### src/rtl/ctl_serial_pkg.sv
package ctl_serial_pkg;
   localparam int ADDR_W   = 8;
   localparam int DATA_W   = 8;
   localparam int DEC_W    = 5;
   localparam int NUM_REGS = 16;
   localparam logic [DEC_W-1:0] TEST_ADDR = 5'h1A;

   // decoded address belonging to each slot
   function automatic logic [DEC_W-1:0] slot_addr(input int idx);
      if (idx < 4)       return DEC_W'(idx);
      else if (idx < 8)  return DEC_W'(idx + 4);
      else if (idx < 15) return DEC_W'(idx + 8);
      else               return DEC_W'(25);
   endfunction

   function automatic logic [DATA_W-1:0] slot_default(input int idx);
      return (idx >= 2 && idx < 8) ? 8'h80 : 8'h00;
   endfunction

   function automatic logic [DATA_W-1:0] slot_mask(input int idx);
      if (idx < 8)        return 8'h9F;
      else if (idx < 14)  return 8'hFF;
      else if (idx == 14) return 8'h03;
      else                return 8'h01;
   endfunction
endpackage

### src/rtl/ctl_sync.sv
module ctl_sync #(
   parameter int WIDTH   = 3,
   parameter int STAGES  = 2,
   parameter logic [WIDTH-1:0] RST_VAL = '0
) (
   input  logic             clk,
   input  logic             rst_n,
   input  logic [WIDTH-1:0] d,
   output logic [WIDTH-1:0] q
);
   if (STAGES < 2) begin : g_bad_stages
      $error("ctl_sync: STAGES must be at least 2");
   end

   logic [STAGES-1:0][WIDTH-1:0] pipe;

   for (genvar s = 0; s < STAGES; s++) begin : g_stage
      always_ff @(posedge clk or negedge rst_n) begin
         if (!rst_n)      pipe[s] <= RST_VAL;
         else if (s == 0) pipe[s] <= d;
         else             pipe[s] <= pipe[s-1];
      end
   end

   assign q = pipe[STAGES-1];
endmodule

### src/rtl/ctl_frame.sv
module ctl_frame
   import ctl_serial_pkg::*;
#(
   parameter int FRAME_BITS = ADDR_W + DATA_W
) (
   input  logic              clk,
   input  logic              rst_n,
   input  logic              sel,
   input  logic              sclk,
   input  logic              sdat,
   output logic              vld,
   output logic [DEC_W-1:0]  dec_addr,
   output logic [DATA_W-1:0] data
);
   localparam int CNT_W = $clog2(FRAME_BITS + 1);
   localparam int SH_W  = DEC_W + DATA_W;

   if (FRAME_BITS != ADDR_W + DATA_W) begin : g_bad_frame
      $error("ctl_frame: FRAME_BITS must equal ADDR_W + DATA_W");
   end

   logic             sclk_d;
   logic             rise;
   logic [CNT_W-1:0] cnt;
   logic [SH_W-1:0]  shreg;

   assign rise = sclk & ~sclk_d;

   always_ff @(posedge clk or negedge rst_n) begin
      if (!rst_n) begin
         sclk_d <= 1'b0;
         cnt    <= '0;
         shreg  <= '0;
         vld    <= 1'b0;
      end else begin
         sclk_d <= sclk;
         vld    <= 1'b0;
         if (!sel) begin
            cnt <= '0;
         end else if (rise && cnt < CNT_W'(FRAME_BITS)) begin
            // upper address bits fall off the top of the shifter
            shreg <= {shreg[SH_W-2:0], sdat};
            cnt   <= cnt + 1'b1;
            vld   <= (cnt == CNT_W'(FRAME_BITS - 1));
         end
      end
   end

   assign dec_addr = shreg[SH_W-1:DATA_W];
   assign data     = shreg[DATA_W-1:0];

   p_cnt_bound_r2: assert property (@(posedge clk) disable iff (!rst_n)
      cnt <= CNT_W'(FRAME_BITS));
   p_desel_clear_r8: assert property (@(posedge clk) disable iff (!rst_n)
      !sel |=> (cnt == '0));
   p_vld_pulse_r9: assert property (@(posedge clk) disable iff (!rst_n)
      vld |=> !vld);
endmodule

### src/rtl/ctl_bank.sv
module ctl_bank
   import ctl_serial_pkg::*;
(
   input  logic                             clk,
   input  logic                             rst_n,
   input  logic                             vld,
   input  logic [DEC_W-1:0]                 dec_addr,
   input  logic [DATA_W-1:0]                data,
   output logic [NUM_REGS-1:0][DATA_W-1:0]  q,
   output logic                             test_hit
);
   logic [NUM_REGS-1:0] wr_en;

   for (genvar i = 0; i < NUM_REGS; i++) begin : g_slot
      localparam logic [DEC_W-1:0]  ADDR = slot_addr(i);
      localparam logic [DATA_W-1:0] DEF  = slot_default(i);
      localparam logic [DATA_W-1:0] MSK  = slot_mask(i);

      assign wr_en[i] = vld && (dec_addr == ADDR);

      always_ff @(posedge clk or negedge rst_n) begin
         if (!rst_n)        q[i] <= DEF;
         else if (wr_en[i]) q[i] <= data & MSK;
      end
   end

   always_ff @(posedge clk or negedge rst_n) begin
      if (!rst_n)                             test_hit <= 1'b0;
      else if (vld && dec_addr == TEST_ADDR)  test_hit <= 1'b1;
   end

   p_wr_onehot_r4: assert property (@(posedge clk) disable iff (!rst_n)
      $onehot0(wr_en));
   p_sticky_r5: assert property (@(posedge clk) disable iff (!rst_n)
      test_hit |=> test_hit);
   p_test_nowrite_r5: assert property (@(posedge clk) disable iff (!rst_n)
      (vld && dec_addr == TEST_ADDR) |=> $stable(q));
endmodule

### src/rtl/ctl_serial_regfile.sv
module ctl_serial_regfile
   import ctl_serial_pkg::*;
#(
   parameter int SYNC_STAGES = 2
) (
   input  logic                         clk,
   input  logic                         rst_n,
   input  logic                         ser_sel_n,
   input  logic                         ser_clk,
   input  logic                         ser_dat,
   output logic [NUM_REGS*DATA_W-1:0]   ctl_q,
   output logic                         test_hit
);
   logic [2:0]              raw_s;
   logic                    sel_s, sclk_s, sdat_s;
   logic                    frm_vld;
   logic [DEC_W-1:0]        frm_addr;
   logic [DATA_W-1:0]       frm_data;
   logic [NUM_REGS-1:0][DATA_W-1:0] bank_q;

   ctl_sync #(.WIDTH(3), .STAGES(SYNC_STAGES), .RST_VAL(3'b100)) i_sync (
      .clk  (clk),
      .rst_n(rst_n),
      .d    ({ser_sel_n, ser_clk, ser_dat}),
      .q    (raw_s)
   );

   assign sel_s  = ~raw_s[2];
   assign sclk_s = raw_s[1];
   assign sdat_s = raw_s[0];

   ctl_frame i_frame (
      .clk     (clk),
      .rst_n   (rst_n),
      .sel     (sel_s),
      .sclk    (sclk_s),
      .sdat    (sdat_s),
      .vld     (frm_vld),
      .dec_addr(frm_addr),
      .data    (frm_data)
   );

   ctl_bank i_bank (
      .clk     (clk),
      .rst_n   (rst_n),
      .vld     (frm_vld),
      .dec_addr(frm_addr),
      .data    (frm_data),
      .q       (bank_q),
      .test_hit(test_hit)
   );

   assign ctl_q = bank_q;

   p_hold_r2: assert property (@(posedge clk) disable iff (!rst_n)
      !frm_vld |=> $stable(ctl_q));
   for (genvar v = 0; v < 8; v++) begin : g_vol_chk
      p_pad_zero_r6: assert property (@(posedge clk) disable iff (!rst_n)
         ctl_q[v*DATA_W+6 -: 2] == 2'b00);
   end
endmodule

### config.mk
export PLATFORM = sky130hd
export DESIGN_NAME = ctl_serial_regfile
export DESIGN_NICKNAME = d
export VERILOG_FILES = /design/src/rtl/ctl_serial_pkg.sv /design/src/rtl/ctl_sync.sv /design/src/rtl/ctl_frame.sv /design/src/rtl/ctl_bank.sv /design/src/rtl/ctl_serial_regfile.sv
export SDC_FILE = /design/constraint.sdc
export NUM_CORES = 1
export LEC_CHECK = 0
export CAP_MARGIN = 10
export CORE_MARGIN = 2
export CORE_UTILIZATION = 35
export DETAILED_ROUTE_END_ITERATION = 7
export DONT_BUFFER_PORTS = 1
export GPL_ROUTABILITY_DRIVEN = 0
export SETUP_SLACK_MARGIN = 0.02
export SLEW_MARGIN = 20
export SYNTH_ARGS = -nofsm -noshare
export SYNTH_HDL_FRONTEND = slang
export SYNTH_HIERARCHICAL = 1
export SYNTH_SLANG_ARGS = --single-unit
### constraint.sdc
create_clock -name clk -period 2.4 [get_ports clk]
set_clock_uncertainty 0.05 [all_clocks]
set_input_delay 0.12 -clock clk [delete_from_list [all_inputs] [get_ports clk]]
set_output_delay 0.12 -clock clk [all_outputs]
set_load 0.1 [all_outputs]
==> run_summary.xml <==
<?xml version="1.0" encoding="UTF-8"?>
<metrics>
  <group name="floorplanning">
    <metric name="core_area" unit="um^2">14500</metric>
    <metric name="design.portCount" unit="">134</metric>
    <metric name="die_width" unit="um">126</metric>
    <metric name="fp.dieH" unit="um">126</metric>
    <metric name="floorplan.die_area" unit="um^2">15800</metric>
    <metric name="placementRows" unit="">44</metric>
    <metric name="initial_core_utilization" unit="">0.358</metric>
  </group>
  <group name="job">
    <metric name="drv.max_cap_violation_count" unit="">0</metric>
  </group>
  <group name="synthesis">
    <metric name="synth-warning-count" unit="">6</metric>
    <metric name="synth.avg_cell_area" unit="um^2">15.7</metric>
    <metric name="ys_seq_elements" unit="">126</metric>
    <metric name="mapped_area" unit="um^2">5200</metric>
    <metric name="synthCells" unit="">331</metric>
    <metric name="synth_sequential_area_ratio" unit="">0.608</metric>
    <metric name="netlist-cell-type-count" unit="">35</metric>
  </group>
  <group name="worst_setup_path">
    <metric name="r2r_end" unit="">i_bank/q[28]$_DFFE_PN0P_</metric>
    <metric name="critical_path.n_buffers_inverters" unit="">0</metric>
    <metric name="r2r_cells" unit="">3</metric>
    <metric name="timing.critical_path.slowest_cell_delay" unit="ns">0.46</metric>
    <metric name="r2r_slack" unit="ns">0.62</metric>
    <metric name="worst-setup-path-type" unit="">reg -&gt; reg</metric>
    <metric name="cpLargestDelayFamily" unit="">simple AND/OR/NAND/NOR gates</metric>
    <metric name="critPathRequiredTime" unit="ns">2.65</metric>
    <metric name="cp-end-kind" unit="">register</metric>
    <metric name="count_of_cell_instances_traversed_by_the_critical_path" unit="">3</metric>
    <metric name="reg_to_reg_startpoint" unit="">i_frame/shreg[12]$_DFFE_PN0P_</metric>
    <metric name="startpoint_of_the_most_critical_setup_path" unit="">i_frame/shreg[12]$_DFFE_PN0P_</metric>
    <metric name="critical_path.cell_chain" unit="">nor4b_4 -&gt; and3_1 -&gt; mux2_2</metric>
    <metric name="crit_path_top_delay_cell" unit="">sky130_fd_sc_hd__dfrtp_1</metric>
    <metric name="setup.worst_path.start_class" unit="">register</metric>
    <metric name="path_max_fanout" unit="">6</metric>
    <metric name="data_arrival_time_at_the_worst_slack_endpoint" unit="ns">2.03</metric>
  </group>
  <group name="clock_tree">
    <metric name="cts_hold_buffers" unit="">3</metric>
    <metric name="post-cts-setup-buffer-count" unit="">0</metric>
    <metric name="cts.sink_count" unit="">126</metric>
    <metric name="htreeDepth" unit="">4</metric>
    <metric name="cts_made_buffers" unit="">17</metric>
    <metric name="cts_resized" unit="">0</metric>
    <metric name="clk_latency" unit="ns">0.42</metric>
    <metric name="cts-root-buf" unit="">sky130_fd_sc_hd__clkbuf_16</metric>
    <metric name="clkSlewWorstSetupHoldPaths" unit="ns">0.06</metric>
    <metric name="clock_tree_buf_depth" unit="">2</metric>
    <metric name="cts_tree" unit="">built</metric>
  </group>
  <group name="final_layout">
    <metric name="post_layout_nonfiller_instances" unit="">537</metric>
    <metric name="finalNetCount" unit="">347</metric>
    <metric name="share_of_layout_cells_above_drive_strength_1" unit="">0.465</metric>
    <metric name="diodes" unit="">0</metric>
    <metric name="areaGrowthSynthToFinish" unit="%">13.5</metric>
  </group>
  <group name="sta">
    <metric name="hold_slack" unit="ns">-0.656</metric>
    <metric name="clock.fmax" unit="GHz">0.563</metric>
    <metric name="maxSlewViolCount" unit="">0</metric>
    <metric name="final.min_clock_period" unit="ns">1.78</metric>
    <metric name="setup_viol" unit="">0</metric>
    <metric name="worst-slew-pin-transition" unit="ns">0.941</metric>
    <metric name="grt_setup_unrepaired" unit="">no</metric>
    <metric name="timing.final.hold_violations" unit="">126</metric>
    <metric name="final_min_period_over_clock_period" unit="">0.740</metric>
    <metric name="fin_setup_tns" unit="ns">0</metric>
    <metric name="timing.slew.headroom" unit="">0.372</metric>
  </group>
  <group name="min_path">
    <metric name="timing.hold.worst.class" unit="">in -&gt; async</metric>
  </group>
  <group name="global_routing">
    <metric name="initial_antenna_violation_count" unit="">0</metric>
    <metric name="number_of_global_route_vias_before_repair" unit="">2682</metric>
    <metric name="global_route_wire_length_before_repair" unit="mm">16.5</metric>
    <metric name="groute.usage.overall" unit="">0.139</metric>
    <metric name="grt_max_degree" unit="">127</metric>
    <metric name="overflow" unit="">0</metric>
  </group>
  <group name="drt">
    <metric name="remaining_drc_errors" unit="">0</metric>
    <metric name="drt_pre_antenna_iters" unit="">4</metric>
    <metric name="routed_wl" unit="mm">10.6</metric>
    <metric name="post_drt_via_cell_ratio" unit="">4.74</metric>
    <metric name="drt_antenna_net_count" unit="">0</metric>
    <metric name="dr_total_vias" unit="">2543</metric>
    <metric name="drt-initial-drc-count" unit="">100</metric>
    <metric name="routedWlPerCell" unit="um">19.8</metric>
  </group>
  <group name="power">
    <metric name="ir_worst_vdd" unit="V">0.000658</metric>
    <metric name="leakagePower" unit="uW">0.00294</metric>
    <metric name="p_per_area" unit="nW/um^2">954</metric>
  </group>
  <group name="placed_design">
    <metric name="place.port_buffers" unit="">0</metric>
    <metric name="number_of_placed_instances_taps_included" unit="">502</metric>
    <metric name="hpwl" unit="mm">6.78</metric>
  </group>
  <group name="status">
    <metric name="failed_checks" unit="">hold timing</metric>
    <metric name="outcome" unit="">finished with violations</metric>
  </group>
</metrics>
-- stage by stage --
stage | total power [uW] | util | setup slack [ns] | hold WS, ns | instance area, um^2
6_report | 5630 | 0.406 | 0.623 | -0.656 | 5900
3_3_place_gp | 2900 | 0.360 | 0.659 | -0.223 | 5240
4_1_cts | 5700 | 0.406 | 0.614 | -0.673 | 5900
5_1_grt | 5840 | 0.406 | 0.550 | -0.678 | 5900
3_5_place_dp | 2920 | 0.360 | 0.622 | -0.223 | 5240
2_1_floorplan | 2780 | - | 0.806 | -0.226 | 5310
-- routing by layer --
layer | up-vias | global-route usage | wire [um]
met2 | 85 | 0.216 | 5100
met1 | 1339 | 0.169 | 4520
li1 | 1110 | - | -
met4 | 0 | 0.0485 | 115
met3 | 9 | 0.0709 | 911
met5 | - | 0 | 0
-- cells by family after synthesis --
logic type | Yosys count | share of synthesized area
XOR/XNOR | 1 | 0.00168
multiplexers | 115 | 0.266
buffers and inverters | 45 | 0.0621
adder cells (fa/ha/maj) | 2 | 0.00481
AND/OR/NAND/NOR | 39 | 0.0539
flip-flops | 126 | 0.608
AO/OA/AOI/OAI | 2 | 0.00289
other | 1 | 0.000721
-- cells in the final DEF, fill, tap and decap left out, drive strengths merged --
cell type	n
dfrtp	118
o21a	1
ha	2
nor2	4
clkinv	4
dfstp	8
nor2b	3
clkbuf	18
nand2	12
clkinvlp	2
dlygate4sd3	3
nor4b	1
bufinv	4
xor2	1
nor3b	2
mux2i	3
nand4b	2
buf	2
conb	29
inv	6
nand2b	5
and4bb	2
o21bai	1
mux2	112
and3	5
nand4	1
and2	2
-- power breakdown --
| group | switching, uW | leakage, uW | internal (uW) |
|---|---|---|---|
| combinational | 244 | 0.000930 | 118 |
| sequential | 310 | 0.00171 | 2190 |
| clock | 1000 | 0.000304 | 1760 |
-- registers in the layout, indices dropped and copies added, names as in the netlist --
name             count
i_frame/shreg       13
i_frame/vld          1
i_frame/cnt          5
i_frame/sclk_d       1
i_bank/test_hit      1
i_sync/q             3
i_bank/q            99
i_sync/pipe          3
-- cell type report --
cell class / instances / area [um^2]
inverters: 2 / 7.51
flip-flops and latches: 126 / 3160
fillers: 1358 / 8630
clock buffers: 18 / 429
clock inverters: 14 / 208
well taps: 184 / 230
repair buffers: 5 / 45.0
multi-input cells: 188 / 1820
-- synth_stat cells, drive strengths merged --
master,instances,share of area
ha,2,0.0048
nand2,12,0.010
o21a,1,0.0014
xor2,1,0.0017
nand4b,2,0.0034
mux2,112,0.26
nand2b,5,0.0060
nor3b,2,0.0051
mux2i,3,0.0058
nor2b,3,0.0036
buf,37,0.056
nand4,1,0.0012
dfrtp,118,0.57
nor4b,1,0.0046
and3,5,0.0082
conb,1,0.00072
inv,2,0.0014
and2,2,0.0029
clkbuf,6,0.0043
and4bb,2,0.0055
dfstp,8,0.040
o21bai,1,0.0014
nor2,4,0.0034
-- worst max path at each step --
stage,endpoint,slack [ns]
2_1_floorplan,i_bank/q[88]$_DFFE_PN0P_,0.81
3_3_place_gp,i_bank/q[25]$_DFFE_PN0P_,0.66
3_5_place_dp,i_bank/q[25]$_DFFE_PN0P_,0.62
4_1_cts,i_bank/q[28]$_DFFE_PN0P_,0.61
5_1_grt,i_bank/q[102]$_DFFE_PN0P_,0.55
6_report,i_bank/q[28]$_DFFE_PN0P_,0.62
Note: power is estimated with default switching activity, not from simulation.
